[config.mk]
export PLATFORM = sky130hd
export DESIGN_NAME = ocu_top
export DESIGN_NICKNAME = d
export VERILOG_FILES = /design/src/rtl/ocu_pkg.sv /design/src/rtl/ocu_addr_dec.sv /design/src/rtl/ocu_cmp_chan.sv /design/src/rtl/ocu_flag_bank.sv /design/src/rtl/ocu_top.sv
export SDC_FILE = /design/constraint.sdc
export NUM_CORES = 1
export LEC_CHECK = 0
export CAP_MARGIN = 20
export CORE_AREA = 3 3 150 152
export CTS_BUF_LIST = sky130_fd_sc_hd__clkbuf_8
export CTS_CLUSTER_SIZE = 40
export DETAILED_ROUTE_END_ITERATION = 10
export DIE_AREA = 0 0 153 155
export PLACE_DENSITY = 0.49
export SYNTH_ARGS = -nofsm -noshare
export SYNTH_HDL_FRONTEND = slang
export SYNTH_SLANG_ARGS = --single-unit
[constraint.sdc]
create_clock -name clk -period 3.8 [get_ports clk]
set_clock_uncertainty 0.05 [all_clocks]
set_input_delay 0.76 -clock clk [delete_from_list [all_inputs] [get_ports clk]]
set_output_delay 0.76 -clock clk [all_outputs]
set_load 0.03 [all_outputs]
[src/rtl/ocu_pkg.sv]
package ocu_pkg;

   // Kind of register selected by a byte address.
   typedef enum logic [1:0] {
      OCU_NONE = 2'd0,
      OCU_CMP  = 2'd1,
      OCU_MASK = 2'd2,
      OCU_FLAG = 2'd3
   } ocu_kind_e;

   // Bit of the enable/flag byte that belongs to a channel: first channel at the top.
   function automatic int chan_bit(input int data_w, input int chan);
      return data_w - 1 - chan;
   endfunction

endpackage

[src/rtl/ocu_addr_dec.sv]
module ocu_addr_dec
   import ocu_pkg::*;
#(
   parameter int NUM_CH = 5,
   parameter int BPC    = 2,
   parameter int ADDR_W = 4
) (
   input  logic [ADDR_W-1:0]     addr_i,
   output logic [NUM_CH*BPC-1:0] byte_sel_o,
   output ocu_kind_e             kind_o
);

   localparam int N_BYTES   = NUM_CH * BPC;
   localparam int MASK_ADDR = N_BYTES;
   localparam int FLAG_ADDR = N_BYTES + 1;

   if (FLAG_ADDR >= (1 << ADDR_W)) begin : g_bad_addr_w
      $error("ocu_addr_dec: ADDR_W too small for the register map");
   end

   always_comb begin
      byte_sel_o = '0;
      kind_o     = OCU_NONE;
      for (int i = 0; i < N_BYTES; i++) begin
         if (addr_i == ADDR_W'(i)) begin
            byte_sel_o[i] = 1'b1;
            kind_o        = OCU_CMP;
         end
      end
      if (addr_i == ADDR_W'(MASK_ADDR)) kind_o = OCU_MASK;
      if (addr_i == ADDR_W'(FLAG_ADDR)) kind_o = OCU_FLAG;
   end

endmodule

[src/rtl/ocu_cmp_chan.sv]
module ocu_cmp_chan #(
   parameter int CNT_W  = 16,
   parameter int DATA_W = 8
) (
   input  logic                    clk,
   input  logic                    rst_n,
   input  logic [CNT_W/DATA_W-1:0] wr_byte_i,
   input  logic [DATA_W-1:0]       wdata_i,
   input  logic                    tick_i,
   input  logic [CNT_W-1:0]        cnt_i,
   output logic                    hit_o,
   output logic [CNT_W-1:0]        value_o
);

   localparam int BPC = CNT_W / DATA_W;

   if (CNT_W % DATA_W != 0) begin : g_bad_split
      $error("ocu_cmp_chan: CNT_W must be a multiple of DATA_W");
   end

   // Byte 0 is the most significant byte and sits at the lower address.
   logic [DATA_W-1:0] byte_q [BPC];

   for (genvar j = 0; j < BPC; j++) begin : g_byte
      always_ff @(posedge clk or negedge rst_n) begin
         if (!rst_n)
            byte_q[j] <= '0;
         else if (wr_byte_i[j])
            byte_q[j] <= wdata_i;
      end
   end

   always_comb begin
      value_o = '0;
      for (int j = 0; j < BPC; j++)
         value_o[CNT_W-1-j*DATA_W -: DATA_W] = byte_q[j];
   end

   // Registered value is compared, so a write lands for the next tick.
   assign hit_o = tick_i && (value_o == cnt_i);

   // bytes that are not written hold their value
   a_r2_value_holds: assert property (@(posedge clk) disable iff (!rst_n)
      (wr_byte_i == '0) |=> $stable(value_o));

endmodule

[src/rtl/ocu_flag_bank.sv]
module ocu_flag_bank
   import ocu_pkg::*;
#(
   parameter int NUM_CH  = 5,
   parameter int DATA_W  = 8,
   parameter int GATE_CH = 4
) (
   input  logic              clk,
   input  logic              rst_n,
   input  logic [NUM_CH-1:0] hit_i,
   input  logic              mask_we_i,
   input  logic              flag_we_i,
   input  logic [DATA_W-1:0] wdata_i,
   output logic [DATA_W-1:0] mask_byte_o,
   output logic [DATA_W-1:0] flag_byte_o,
   output logic              irq_o
);

   if (NUM_CH > DATA_W) begin : g_bad_num_ch
      $error("ocu_flag_bank: more channels than bits in a register byte");
   end
   if (GATE_CH > NUM_CH || GATE_CH < 0) begin : g_bad_gate
      $error("ocu_flag_bank: GATE_CH out of range");
   end

   logic [NUM_CH-1:0] en_q, fl_q, wr_bits, set_v, clr_v, fl_d;
   logic              gate;

   // Channel k of the register byte lives at bit DATA_W-1-k.
   for (genvar k = 0; k < NUM_CH; k++) begin : g_bits
      assign wr_bits[k] = wdata_i[chan_bit(DATA_W, k)];
   end

   if (NUM_CH < DATA_W) begin : g_spare
      logic unused_low;
      assign unused_low = ^wdata_i[DATA_W-NUM_CH-1:0];
   end

   // Matching runs only while one of the first GATE_CH enables is set.
   if (GATE_CH == 0) begin : g_nogate
      assign gate = 1'b1;
   end else begin : g_gate
      assign gate = |en_q[GATE_CH-1:0];
   end

   assign set_v = hit_i & en_q & {NUM_CH{gate}};
   assign clr_v = flag_we_i ? wr_bits : '0;
   assign fl_d  = (fl_q & ~clr_v) | set_v;

   always_ff @(posedge clk or negedge rst_n) begin
      if (!rst_n) begin
         en_q <= '0;
         fl_q <= '0;
      end else begin
         fl_q <= fl_d;
         if (mask_we_i)
            en_q <= wr_bits;
      end
   end

   always_comb begin
      mask_byte_o = '0;
      flag_byte_o = '0;
      for (int k = 0; k < NUM_CH; k++) begin
         mask_byte_o[chan_bit(DATA_W, k)] = en_q[k];
         flag_byte_o[chan_bit(DATA_W, k)] = fl_q[k];
      end
   end

   assign irq_o = |(fl_q & en_q);

   // a new flag only appears on a channel that was enabled
   a_r4_enabled_only: assert property (@(posedge clk) disable iff (!rst_n)
      (hit_i != '0) |=> ((fl_q & ~$past(fl_q) & ~$past(en_q)) == '0));

   // a written 1 clears its flag unless a set lands on the same cycle
   a_r9_clear_wins_alone: assert property (@(posedge clk) disable iff (!rst_n)
      (flag_we_i && ((hit_i & en_q) == '0)) |=> ((fl_q & $past(wr_bits)) == '0));

   if (GATE_CH > 0) begin : g_gate_chk
      // with the gating enables all clear, no flag is set
      a_r6_gate_off: assert property (@(posedge clk) disable iff (!rst_n)
         (en_q[GATE_CH-1:0] == '0) |=> ((fl_q & ~$past(fl_q)) == '0));
   end

endmodule

[src/rtl/ocu_top.sv]
module ocu_top
   import ocu_pkg::*;
#(
   parameter int NUM_CH  = 5,
   parameter int CNT_W   = 16,
   parameter int DATA_W  = 8,
   parameter int ADDR_W  = 4,
   parameter int GATE_CH = 4
) (
   input  logic              clk,
   input  logic              rst_n,
   input  logic              tick_i,
   input  logic [CNT_W-1:0]  cnt_i,
   input  logic              wr_en_i,
   input  logic [ADDR_W-1:0] addr_i,
   input  logic [DATA_W-1:0] wdata_i,
   output logic [DATA_W-1:0] rdata_o,
   output logic [DATA_W-1:0] flags_o,
   output logic              irq_o
);

   localparam int BPC     = CNT_W / DATA_W;
   localparam int N_BYTES = NUM_CH * BPC;

   if (NUM_CH < 1) begin : g_bad_ch
      $error("ocu_top: NUM_CH must be at least 1");
   end

   logic [N_BYTES-1:0] byte_sel;
   ocu_kind_e          kind;
   logic [NUM_CH-1:0]  hit;
   logic [CNT_W-1:0]   ch_val [NUM_CH];
   logic [DATA_W-1:0]  mask_byte, flag_byte;
   logic               cmp_we;

   ocu_addr_dec #(
      .NUM_CH (NUM_CH),
      .BPC    (BPC),
      .ADDR_W (ADDR_W)
   ) u_dec (
      .addr_i     (addr_i),
      .byte_sel_o (byte_sel),
      .kind_o     (kind)
   );

   assign cmp_we = wr_en_i && (kind == OCU_CMP);

   for (genvar c = 0; c < NUM_CH; c++) begin : g_ch
      ocu_cmp_chan #(
         .CNT_W  (CNT_W),
         .DATA_W (DATA_W)
      ) u_chan (
         .clk       (clk),
         .rst_n     (rst_n),
         .wr_byte_i (byte_sel[c*BPC +: BPC] & {BPC{cmp_we}}),
         .wdata_i   (wdata_i),
         .tick_i    (tick_i),
         .cnt_i     (cnt_i),
         .hit_o     (hit[c]),
         .value_o   (ch_val[c])
      );
   end

   ocu_flag_bank #(
      .NUM_CH  (NUM_CH),
      .DATA_W  (DATA_W),
      .GATE_CH (GATE_CH)
   ) u_flags (
      .clk         (clk),
      .rst_n       (rst_n),
      .hit_i       (hit),
      .mask_we_i   (wr_en_i && (kind == OCU_MASK)),
      .flag_we_i   (wr_en_i && (kind == OCU_FLAG)),
      .wdata_i     (wdata_i),
      .mask_byte_o (mask_byte),
      .flag_byte_o (flag_byte),
      .irq_o       (irq_o)
   );

   always_comb begin
      rdata_o = '0;
      case (kind)
         OCU_CMP: begin
            for (int i = 0; i < N_BYTES; i++)
               if (byte_sel[i])
                  rdata_o = ch_val[i / BPC][CNT_W-1-(i % BPC)*DATA_W -: DATA_W];
         end
         OCU_MASK: rdata_o = mask_byte;
         OCU_FLAG: rdata_o = flag_byte;
         default:  rdata_o = '0;
      endcase
   end

   assign flags_o = flag_byte;

   // without a tick no flag bit rises
   a_r7_no_tick_no_set: assert property (@(posedge clk) disable iff (!rst_n)
      !tick_i |=> ((flags_o & ~$past(flags_o)) == '0));

   // the request needs at least one flag
   a_r10_irq_needs_flag: assert property (@(posedge clk) disable iff (!rst_n)
      irq_o |-> (flags_o != '0));

   // first cycle out of reset is quiet
   a_r1_reset_quiet: assert property (@(posedge clk)
      $rose(rst_n) |-> (!irq_o && flags_o == '0));

endmodule

# [After elaboration in Yosys (flattened, before gate mapping)]
# Index checks and enable logic that the tools add are counted.
[classes] n_eq_ne=19 n_mux=34 bitwise=11 n_reduce_logical=11
[ops] cell="$eq A16 B16 Y1" count=5
[ops] cell="$mux W8" count=10
[ops] cell="$pmux W8 S3" count=1
[ops] cell="$and A5 B5 Y5" count=4
[ops] cell="$mux W1" count=20
[ops] cell="$eq A4 B3 Y1 const B" count=4
[ops] cell="$eq A4 B4 Y1 const B" count=4
[ops] cell="$and A2 B2 Y2" count=5
[ops] cell="$eq A4 B2 Y1 const B" count=2
[ops] cell="$logic_and A1 B1 Y1" count=8
[ops] cell="$mux W5" count=1
[ops] cell="$not A5 Y5" count=1
[ops] cell="$or A5 B5 Y5" count=1
[ops] cell="$reduce_or A5 Y1" count=1
[ops] cell="$eq A2 B2 Y1 const B" count=2
[ops] cell="$eq A4 B1 Y1 const B" count=1
[ops] cell="$logic_not A4 Y1" count=1
[ops] cell="$mux W2" count=2
[ops] cell="$reduce_or A4 Y1" count=1
[ops] cell="$eq A2 B1 Y1 const B" count=1
[word_totals] register_bits=90 inputBits=32 output_inout_bits=17 elab_cells=87

# [Depth between registers and ports, before layout]
# Gate-level depths: netlist of the first run.
[depth] depth_word=19 ltp_mapped=7 mapped_depth_nobuf=4

# [Cells and area by module]
# From an unflattened synthesis of the first run, not the netlist that was laid out.
[unflattened] cells_unflattened=498 area_unflattened_um2=5476.5
[modules_own_cells] module="ocu_cmp_chan" n_inst=5 cells_each=56 area_per_inst_um2=769.5 seq_area_each_um2=400.4
[modules_own_cells] module="ocu_top" n_inst=1 cells_each=163 area_per_inst_um2=1072.3 seq_area_each_um2=0.0
[modules_own_cells] module="ocu_flag_bank" n_inst=1 cells_each=36 area_per_inst_um2=447.9 seq_area_each_um2=250.2
[modules_own_cells] module="ocu_addr_dec" n_inst=1 cells_each=19 area_per_inst_um2=108.9 seq_area_each_um2=0.0

# [Worst setup path after synthesis of the first run]
# No wires, ideal clock.
[synth_timing] path_kind="in2out" from="input port addr_i[0]" to="output port rdata_o[4]" arrival_ps=1995 t_required_ps=2990 setup_slack_ps=995 cell_stages=6 path_buffers=2 cell_sequence="buf_6 -> buf_6 -> nand2b_1 -> o2bb2ai_1 -> o21a_1 -> a21oi_1"
[synth_via] elab_chain_cells=15 word_cells_on_any_way=48 cone_classes="eq/ne (14); mux (33); reduce/logical (1)"
[synth_lines] element="start, declared" line_no="ocu_top.sv:15" rtl="input logic [ADDR_W-1:0] addr_i,"
[synth_lines] element="$logic_not A4 Y1" line_no="ocu_addr_dec.sv:25" rtl="if (addr_i == ADDR_W'(i)) begin"
[synth_lines] element="$mux W1 (10 in series)" line_no="ocu_addr_dec.sv:25"
[synth_lines] element="$mux W2" line_no="ocu_addr_dec.sv:30" rtl="if (addr_i == ADDR_W'(MASK_ADDR)) kind_o = OCU_MASK;"
[synth_lines] element="$mux W2" line_no="ocu_addr_dec.sv:31" rtl="if (addr_i == ADDR_W'(FLAG_ADDR)) kind_o = OCU_FLAG;"
[synth_lines] element="$eq A2 B2 Y1 / $eq A2 B1 Y1 (equally long branches)" line_no="ocu_top.sv:82" rtl="case (kind)"
[synth_lines] element="$pmux W8 S3 (*)" line_no="ocu_top.sv:82"
[synth_lines] element="end, declared" line_no="ocu_top.sv:17" rtl="output logic [DATA_W-1:0] rdata_o,"
# Mark *: on every way between the ends. The rest lies on a longest branch, timed or not.

# [Worst setup path after layout of the first run]
[layout_timing] from="input port addr_i[1]" to="output port rdata_o[7]"
# The elaborated chain is that of the path after synthesis.

==> key figures, run 1 <==
Outcome
  – Outcome: complete, no violations

Final layout
  – Final Util: 0.291
  – Diode count: 0
  – Nets: 548
  – Area Growth Syn to Fin: 16.3%
  – Share of cells above drive strength 1: 0.210
  – Cell area after layout: about 0.0062 mm²

Global route
  – Largest net degree at the start of global routing: 44
  – Initial antenna violation count: 0
  – First-pass GRT wire length: 26.4 mm
  – Number of global-route vias before repair: 3,956
  – Gr usage total: 0.152
  – GRT Residual Overflow: 0

Setup path
  – Delay-heaviest family, CP: buffers and inverters
  – Critical Path End Type: primary output
  – CP dominant cell by count: clkdlybuf4s50_1
  – Worst endpoint data arrival time: 2.88 ns
  – Crit-path max FO: 29
  – Worst reg2reg path depth: 4
  – Worst setup path endpoint: rdata_o[7]
  – R2r setup slk: 2.23 ns
  – Critical path, cell by cell: clkdlybuf4s50_1 > buf_12 > nand2b_4 > o221ai_1 > o211ai_1 > a31o_2 > clkdlybuf4s50_1
  – WP depth: 7
  – CP Launch Point: addr_i[1]
  – Worst r2r src: g_ch[3].u_chan.value_o[0]$_DFFE_PN0P_
  – Critical path type: input port to primary output
  – Worst path buffer plus inverter count: 3
  – CP max stage delay: 0.61 ns
  – CP Data Required Time: 2.99 ns
  – Reg-to-Reg End: u_flags.fl_q[3]$_DFF_PN0_
  – Worst setup SP type: input port
  – Slowest cell on crit path: clkdlybuf4s50_1

Clock network
  – Number of setup buffers added after CTS: 0
  – Clk sinks: 90
  – Clock Latency Late Sink: 0.38 ns
  – Post-cts hold buffer count: 0
  – TritonCTS clock tree: done
  – Clock-pin slew on the worst setup and hold paths: 0.08 ns
  – Max Root-Sink Buffers: 2
  – H-Tree Depth: 3
  – Cts repair resizes: 0
  – Num CTS Buffers: 9
  – Root Driver: clkbuf_8

Die
  – Die span in x: approximately 150 µm
  – Die ar.: 0.0237 mm²
  – Die H: 155 µm
  – # rows: 53
  – Starting Density: 0.250
  – I/O Pins: just under 50
  – Core Area: between 0.02 and 0.025 mm²

Timing
  – Fmax: between 200 and 300 MHz
  – Fin. Hold Viols: 0
  – Worst setup margin: approximately 0.11 ns
  – Final setup violation count: 0
  – TNS Setup: 0 ns
  – Period utilization: 0.970
  – Pins Over Slew Limit: 0
  – Min Hold Slack: approximately 0.33 ns
  – Unrepaired setup endpoints after global routing: no
  – Final min period: 3.69 ns
  – Worst-Margin Slew: 0.661 ns
  – Slew HR: 0.559

Drt
  – Drt pass-1 iters: 5
  – Drc violations: 0
  – Via/cell ratio: about 4.9
  – DR WL/cell: 22.4 µm
  – Post-route ant nets: 0
  – Vias: approximately 4,000
  – First DRT Iteration DRCs: 380
  – Final wirelength: 17.7 mm

Placement
  – Routability cong.: 0.953
  – Placed wire-length estimate: 13.7 mm
  – Setup slack after placement: 0.147 ns
  – Dpl cell area: 0.00600 mm²
  – IO Port Bufs: 45

Yosys
  – Register area share after synthesis: 0.425
  – Leading area contributor after synthesis: dfrtp_1
  – Post-synth EDFFs: 0
  – Most used flip-flop cell after synthesis: dfrtp_1
  – Dominant cells by area after synthesis: dfrtp_1 43%, mux2_2 14%, xor2_1 12%
  – Mapped Avg Cell Area: 10.9 µm²
  – Synth Instances: about 490
  – Synth warn: 0
  – Yosys top cell area share: 0.425
  – Post-Syn Area: 0.00530 mm²
  – Post-synth ARST share: 1.00
  – Synthesized flop and latch total: 90
  – Post-synthesis cell type count: 42

Power
  – LEAKAGE: ~2.6 nW
  – P per Cell Area: 450 mW/mm²
  – Worst ir drop on vdd: 0.139 mV

Worst hold path
  – Type of the most critical hold path: input port to asynchronous set/reset pin

Flow run
  – Max-Cap Viols: 0
-- flip-flops by register name, summed over array words and instances, names as in the netlist --
signal,count
u_flags.fl_q,5
g_ch.u_chan.value_o,80
u_flags.en_q,5
-- cells in the final DEF (no fill, tap or decap), types with 5 or more instances in the layout --
cell type / instances
o22ai_1: 6
nand2b_1: 5
nand4_1: 6
clkbuf_8: 11
mux2_2: 64
nor4_1: 17
xnor2_1: 5
xor2_1: 75
mux2i_1: 24
inv_1: 8
nor3_1: 8
mux4_2: 6
clkdlybuf4s50_1: 36
o21ai_0: 39
buf_12: 5
nor2_1: 9
o221ai_1: 5
buf_4: 13
dfrtp_1: 90
nand3_1: 7
nor2_4: 5
nand2_1: 38
-- cells by family (layout without fill, tap and decap cells) --
family,after synthesis,in the layout,share of synthesized area
AO/OA/AOI/OAI,74,74,0.0862
XOR/XNOR,80,80,0.132
buffers and inverters,46,74,0.0437
flip-flops,90,90,0.425
multiplexers,94,94,0.207
other,1,3,0.000708
AND/OR/NAND/NOR,103,103,0.105
-- synthesized netlist by cell type, types with 5 or more instances --
library cell	n
dfrtp_1	90
xor2_1	75
mux2_2	64
o21ai_0	39
nand2_1	38
mux2i_1	24
clkbuf_1	18
nor4_1	17
nor2_1	9
buf_2	8
nor3_1	8
buf_4	7
nand3_1	7
inv_1	6
mux4_2	6
nand4_1	6
o22ai_1	6
nand2b_1	5
nor2_4	5
o221ai_1	5
xnor2_1	5
-- power by group --
part / switching (W) / total [W] / internal [W]
combinational: 0.000404 / 0.000796 / 0.000392
sequential: 0.000231 / 0.00139 / 0.00116
clock: 0.000329 / 0.000588 / 0.000258
-- worst min-delay path by stage --
stage	startpoint	end	slack, ns	cells after the start
floorplan	rst_n	g_ch[0].u_chan.value_o[0]$_DFFE_PN0P_	0.41	0
global placement	g_ch[2].u_chan.value_o[15]$_DFFE_PN0P_	g_ch[2].u_chan.value_o[15]$_DFFE_PN0P_	0.46	2
detailed placement	g_ch[2].u_chan.value_o[15]$_DFFE_PN0P_	g_ch[2].u_chan.value_o[15]$_DFFE_PN0P_	0.47	2
CTS	rst_n	g_ch[2].u_chan.value_o[6]$_DFFE_PN0P_	0.35	1
global route	rst_n	g_ch[0].u_chan.value_o[11]$_DFFE_PN0P_	0.36	1
finish	rst_n	g_ch[1].u_chan.value_o[15]$_DFFE_PN0P_	0.33	1
-- per-layer routing --
metal  track usage  wire length, µm  vias to the layer above  share of wire
li1              -                -                     1764              -
met1         0.216             8330                     1982           0.47
met2         0.229             7880                      151           0.44
met3        0.0417             1200                       20          0.067
met4        0.0382              326                        0          0.018
met5             0                0                        -              0
-- through the flow --
step	std cells	total power, W
6_report	793	0.00278
5_1_grt	793	0.00294
4_1_cts	793	0.00280
3_5_place_dp	780	0.00220
3_3_place_gp	780	0.00219
2_1_floorplan	490	0.00186
-- layout make-up --
| class | count | area (µm²) |
|---|---|---|
| Fill cell | 2175 | 15000 |
| Multi-Input combinational cell | 354 | 2820 |
| Sequential cell | 90 | 2250 |
| Timing Repair Buffer | 55 | 563 |
| Tap cell | 275 | 344 |
| Clock buffer | 11 | 151 |
| Inverter | 6 | 22.5 |
| Clock inverter | 2 | 7.51 |
Power figures use the tool's default switching activity.
==> inputs of run 2 (changes only) <==
--- a/config.mk
+++ b/config.mk
@@ -6,11 +6,11 @@
 export NUM_CORES = 1
 export LEC_CHECK = 0
 export CAP_MARGIN = 20
-export CORE_AREA = 3 3 150 152
+export CORE_AREA = 3 3 210 109
 export CTS_BUF_LIST = sky130_fd_sc_hd__clkbuf_8
 export CTS_CLUSTER_SIZE = 40
 export DETAILED_ROUTE_END_ITERATION = 10
-export DIE_AREA = 0 0 153 155
+export DIE_AREA = 0 0 213 112
 export PLACE_DENSITY = 0.49
 export SYNTH_ARGS = -nofsm -noshare
 export SYNTH_HDL_FRONTEND = slang
==> run 2 against run 1 <==
- via count rose by 6.2%
- hold slack got worse by 0.054 ns
- sequential share of layout area fell by 0.49 points
- highest routed layer unchanged
- combinational power rose by 6.3%
- clock-buffer cell count rose by 1
- clock power rose by 19%
- die area rose by 0.59%
- global-route usage rose by 3.2 points
==> key figures, run 2 (synthesized netlist as in run 1, its figures left out) <==
Outcome
  – Outcome: complete, no violations

Setup path
  – Critical Path End Type: primary output
  – CP Data Required Time: ~3.0 ns
  – Worst r2r src: g_ch[2].u_chan.value_o[2]$_DFFE_PN0P_
  – Crit-path max FO: 14
  – Worst endpoint data arrival time: 2.54 ns
  – CP Launch Point: addr_i[3]
  – Worst setup SP type: input port
  – Critical path type: input port to primary output

Timing
  – Slew HR: 0.407
  – Worst-Margin Slew: 0.881 ns
  – Fmax: 298 MHz
  – TNS Setup: 0 ns
  – Min Hold Slack: 0.280 ns
  – Unrepaired setup endpoints after global routing: no
  – Fin. Hold Viols: 0
  – Final setup violation count: 0
  – Worst setup margin: 0.447 ns
  – Pins Over Slew Limit: 0
  – Period utilization: 0.882
  – Final min period: 3.35 ns

Drt
  – Vias: 4,161
  – Drt pass-1 iters: 5
  – DR WL/cell: 26.9 µm
  – Drc violations: 0
  – Final wirelength: around 22 mm
  – Post-route ant nets: 0
  – First DRT Iteration DRCs: 615
  – Via/cell ratio: between 5 and 6

Clock network
  – H-Tree Depth: 3
  – TritonCTS clock tree: done
  – Clk sinks: 90
  – Num CTS Buffers: 9
  – Post-cts hold buffer count: 0
  – Clock-pin slew on the worst setup and hold paths: ~0.090 ns
  – Cts repair resizes: 0
  – Number of setup buffers added after CTS: 0
  – Root Driver: clkbuf_8
  – Max Root-Sink Buffers: 2
  – Clock Latency Late Sink: 0.39 ns

Global route
  – GRT Residual Overflow: 0
  – Number of global-route vias before repair: 4,097
  – First-pass GRT wire length: 30.4 mm
  – Initial antenna violation count: 0
  – Largest net degree at the start of global routing: 37
  – Gr usage total: 0.183

Die
  – # rows: 38
  – Die span in x: 213 µm
  – Die ar.: 0.0239 mm²
  – Starting Density: 0.248
  – Core Area: 0.0213 mm²
  – I/O Pins: 49
  – Die H: 112 µm

Final layout
  – Register area: about 0.0023 mm²
  – Commonest non-fill, non-tap cell in the layout: dfrtp_1
  – Max FFs per register: 80
  – Share of cells above drive strength 1: 0.222
  – Multi-input logic area: 0.00282 mm²
  – Cell area after layout: 0.00625 mm²
  – FILL cells: approximately 2,200
  – Diode count: 0
  – Post-route insts no fill: approximately 800
  – Most frequent cells in the layout: 90 x dfrtp_1, 75 x xor2_1, 64 x mux2_2
  – Nets: 551
  – Area Growth Syn to Fin: 17.9%

Power
  – Worst ir drop on vdd: 0.244 mV
  – LEAKAGE: 2.62 nW
  – P per Cell Area: 481 mW/mm²

Worst hold path
  – Type of the most critical hold path: input port to asynchronous set/reset pin

Placement
  – IO Port Bufs: 45
  – Routability cong.: 1.05
  – Dpl cell area: 0.00604 mm²
  – Setup slack after placement: about 0.48 ns
  – Placed cells: ~790
  – Placed wire-length estimate: 17.3 mm

Flow run
  – Max-Cap Viols: 0
## run 2: layout make-up
type	instances	area share
clock buffer	12	0.0264
clock inverter	3	0.00621
sequential	90	0.361
multi-input combinational	354	0.452
timing repair buffer	58	0.0953
inverter	6	0.00361
tap	280	0.0561
## run 2: worst max-delay path: stages
cell	delay, ns
clkdlybuf4s50_1	0.59
buf_4	0.29
nand2b_1	0.18
o221ai_1	0.21
o211ai_1	0.13
a31o_2	0.25
buf_12	0.14
## run 2: worst paths after layout
kind / slack, ns / cells past startpoint / endpoint
worst min register to register: 0.49 / 2 / g_ch[0].u_chan.value_o[14]$_DFFE_PN0P_
max in group asynchronous: 2.63 / 2 / g_ch[0].u_chan.value_o[2]$_DFFE_PN0P_
worst max register to register: 1.87 / 4 / u_flags.fl_q[2]$_DFF_PN0_
min in group clk: 0.49 / 2 / g_ch[0].u_chan.value_o[14]$_DFFE_PN0P_
worst max-delay path: 0.45 / 7 / rdata_o[7]
worst min-delay path: 0.28 / 1 / g_ch[4].u_chan.value_o[3]$_DFFE_PN0P_
## run 2: where the power goes
part,internal (W),total (W),switching [W]
combinational,0.000390,0.000846,0.000455
sequential,0.00116,0.00146,0.000300
clock,0.000351,0.000701,0.000350
total,0.00190,0.00301,0.00111
## run 2: through the flow
step	power, W	util
4_1_cts	0.00300	0.293
5_1_grt	0.00314	0.293
3_5_place_dp	0.00228	0.283
3_3_place_gp	0.00228	0.283
6_report	0.00301	0.293
2_1_floorplan	0.00186	-
## run 2: layer usage
layer  wire (µm)  share of wire  up-vias  global-route usage
met4         148         0.0068        0              0.0204
met3        2750           0.13       15               0.103
met2        7210           0.33      202               0.201
met5           0              0        -                   0
li1            -              -     1772                   -
met1       11500           0.53     2172               0.300
==> inputs of run 3 (changes only) <==
--- a/config.mk
+++ b/config.mk
@@ -6,12 +6,12 @@
 export NUM_CORES = 1
 export LEC_CHECK = 0
 export CAP_MARGIN = 20
-export CORE_AREA = 3 3 210 109
-export CTS_BUF_LIST = sky130_fd_sc_hd__clkbuf_8
+export CORE_AREA = 3 3 214 111
 export CTS_CLUSTER_SIZE = 40
 export DETAILED_ROUTE_END_ITERATION = 10
-export DIE_AREA = 0 0 213 112
+export DIE_AREA = 0 0 217 114
 export PLACE_DENSITY = 0.49
 export SYNTH_ARGS = -nofsm -noshare
 export SYNTH_HDL_FRONTEND = slang
+export SYNTH_HIERARCHICAL = 1
 export SYNTH_SLANG_ARGS = --single-unit
==> run 3 against run 2 <==
- sequential cell count did not move
- die area rose by 3.7%
- sequential power barely moved
- largest power group unchanged
- maximum frequency fell by 7.3%
- register-to-register slack got worse by 0.19 ns
- sequential share of layout area fell by 4.6 points
- critical path depth rose by 3
- non-clock buffer count rose by 32
- worst setup slack got worse by 0.27 ns
- routed wire length fell by 19%
- hold slack improved by 0.13 ns
- critical path type unchanged
==> key figures, run 3 <==
Global route
  – Initial antenna violation count: 0
  – Gr usage total: 0.143
  – Largest net degree at the start of global routing: 56
  – Number of global-route vias before repair: between 4,000 and 5,000
  – GRT Residual Overflow: 0
  – First-pass GRT wire length: around 27 mm

Timing
  – Slew HR: 0.480
  – Fmax: 276 MHz
  – Worst-Margin Slew: 0.780 ns
  – Period utilization: 0.952
  – Fin. Hold Viols: 0
  – Final setup violation count: 0
  – Pins Over Slew Limit: 0
  – Final min period: roughly 3.6 ns
  – Unrepaired setup endpoints after global routing: no
  – TNS Setup: 0 ns
  – Worst setup margin: about 0.18 ns

Setup path
  – CP dominant cell by count: buf_4
  – Critical Path End Type: primary output
  – Critical path, cell by cell: dlygate4sd2_1 > nand2b_1 > nor3_2 > or2_0 > buf_4 > a221o_1 > a221oi_2 > o31ai_2 > buf_4 > buf_12
  – Worst r2r src: g_ch[2].u_chan/value_o[8]$_DFFE_PN0P_
  – Worst setup SP type: input port
  – CP max stage delay: 0.37 ns
  – Worst path buffer plus inverter count: 4
  – WP depth: 10
  – Worst reg2reg path depth: 5
  – Delay-heaviest family, CP: buffers and inverters
  – Worst endpoint data arrival time: 2.81 ns
  – Slowest cell on crit path: a221oi_2
  – Crit-path max FO: 7
  – CP Launch Point: addr_i[0]
  – Critical path type: input port to primary output
  – CP Data Required Time: about 3.0 ns

Yosys
  – Dominant cells by area after synthesis: dfrtp_1 41%, mux2_2 17%, xnor2_1 9.6%
  – Register area share after synthesis: 0.411
  – Yosys top cell area share: 0.411
  – Leading area contributor after synthesis: dfrtp_1
  – Post-Syn Area: 0.00548 mm²
  – Post-synth EDFFs: 0
  – Synthesized flop and latch total: 90
  – Mapped Avg Cell Area: 11.0 µm²
  – Synth warn: 6
  – Post-synthesis cell type count: 43
  – Top cells by count, synth: 90 x dfrtp_1, 83 x mux2_2, 60 x xnor2_1
  – Synth Instances: 498
  – Most common cell in the netlist: dfrtp_1
  – Post-synth ARST share: 1.00
  – Most used flip-flop cell after synthesis: dfrtp_1

Drt
  – Via/cell ratio: 4.76
  – DR WL/cell: around 20 µm
  – Drc violations: 0
  – Drt pass-1 iters: 4
  – Post-route ant nets: 0
  – Final wirelength: 17.5 mm
  – Vias: between 4,000 and 5,000
  – First DRT Iteration DRCs: around 220

Final layout
  – Share of cells above drive strength 1: 0.347
  – Max FFs per register: 80
  – Nets: 603
  – Final Util: 0.329
  – Diode count: 0
  – Most frequent cells in the layout: 90 x dfrtp_1, 83 x mux2_2, 60 x xnor2_1
  – FILL cells: 2,253
  – Area Growth Syn to Fin: 30.7%
  – Commonest non-fill, non-tap cell in the layout: dfrtp_1

Clock network
  – Root Driver: clkbuf_16
  – Clock Latency Late Sink: ~0.35 ns
  – Max Root-Sink Buffers: 2
  – Post-cts hold buffer count: 0
  – Num CTS Buffers: 9
  – TritonCTS clock tree: done
  – H-Tree Depth: 3
  – Clk sinks: 90
  – Clock-pin slew on the worst setup and hold paths: 0.06 ns

Power
  – LEAKAGE: 2.81 nW
  – Worst ir drop on vdd: ~0.23 mV
  – P per Cell Area: 448 mW/mm²

Die
  – Starting Density: 0.251
  – Core Area: around 0.022 mm²
  – Die ar.: 0.0247 mm²
  – Die H: 114 µm
  – # rows: 38
  – Die span in x: 217 µm
  – I/O Pins: 49

Outcome
  – Outcome: complete, no violations

Placement
  – Setup slack after placement: -0.233 ns
  – IO Port Bufs: 45
  – Placed wire-length estimate: 13.1 mm
  – Routability cong.: 0.845

Flow run
  – Max-Cap Viols: 0

Worst hold path
  – Type of the most critical hold path: input port to asynchronous set/reset pin
==> run 3: cell count changes after synthesis, sizes merged, moves of 8 or more <==
cell / change
buf: -11
xnor2: +55
nor2b: +15
mux2i: -24
and2: +10
mux2: +22
nand2: -16
a22oi: +14
xor2: -55
nand3b: +8
o21ai: -31
nand4: +9
==> run 3: path summary, 6_finish.rpt <==
check	endpoint	slack (ns)
max in group asynchronous	g_ch[4].u_chan/value_o[0]$_DFFE_PN0P_	2.47
min	g_ch[2].u_chan/value_o[10]$_DFFE_PN0P_	0.41
min reg2reg	g_ch[4].u_chan/value_o[11]$_DFFE_PN0P_	0.51
min in group clk	g_ch[4].u_chan/value_o[11]$_DFFE_PN0P_	0.51
max reg2reg	u_flags/fl_q[2]$_DFF_PN0_	1.68
max	rdata_o[5]	0.18
==> run 3: per-layer routing <==
| layer | up-vias | GRT usage | routed length (µm) |
|---|---|---|---|
| li1 | 1957 | - | - |
| met1 | 2108 | 0.196 | 8280 |
| met2 | 75 | 0.233 | 8260 |
| met3 | 19 | 0.0277 | 644 |
| met4 | 0 | 0.0395 | 282 |
| met5 | - | 0 | 0 |
==> run 3: report_power, final <==
part           internal, W  switching [W]  total (W)
sequential         0.00117       0.000263    0.00143
clock             0.000636       0.000380    0.00102
combinational     0.000428       0.000333   0.000761
total              0.00223       0.000976    0.00321
==> run 3: cell type report <==
cell class / count / area (µm²) / share of cell area
Multi-Input combinational cell: 376 / 3350 / 0.468
Sequential cell: 90 / 2250 / 0.315
Timing Repair Buffer: 90 / 837 / 0.117
Tap cell: 300 / 375 / 0.0524
Clock buffer: 11 / 233 / 0.0325
Clock inverter: 3 / 90.1 / 0.0126
Inverter: 4 / 22.5 / 0.00315
==> run 3: logic make-up (layout without fill, tap and decap cells) <==
kind of cell	after synthesis	in the layout	share of synthesized area
AND/OR/NAND/NOR	125	125	0.145
flip-flops	90	90	0.411
multiplexers	86	86	0.177
XOR/XNOR	80	80	0.128
AO/OA/AOI/OAI	79	79	0.105
buffers and inverters	37	108	0.0329
other	1	6	0.000685
==> run 3: through the flow <==
| stage | instance area [µm²] | instances | total power (W) | hold slack, ns |
|---|---|---|---|---|
| after floorplan | 5500 | 503 | 0.00184 | 0.414 |
| after global placement | 6470 | 856 | 0.00213 | 0.488 |
| after detailed placement | 6470 | 856 | 0.00214 | 0.492 |
| after CTS | 6930 | 872 | 0.00319 | 0.454 |
| after global routing | 7160 | 874 | 0.00336 | 0.474 |
| final | 7160 | 874 | 0.00321 | 0.410 |
==> run 3: worst register-to-register path, stage by stage, from the launching register on <==
cell and delay [ns]:
dfrtp_1 0.45, xor2_1 0.17, nor4_1 0.52, nand4_1 0.18, nor4_2 0.47, a22o_1 0.22
==> run 3: timing repair <==
action | CTS | global route
buffers inserted | 3 | 2
pin swaps | 3 | 8
gates resized for setup | 25 | 33
setup endpoints to repair | 8 | 8
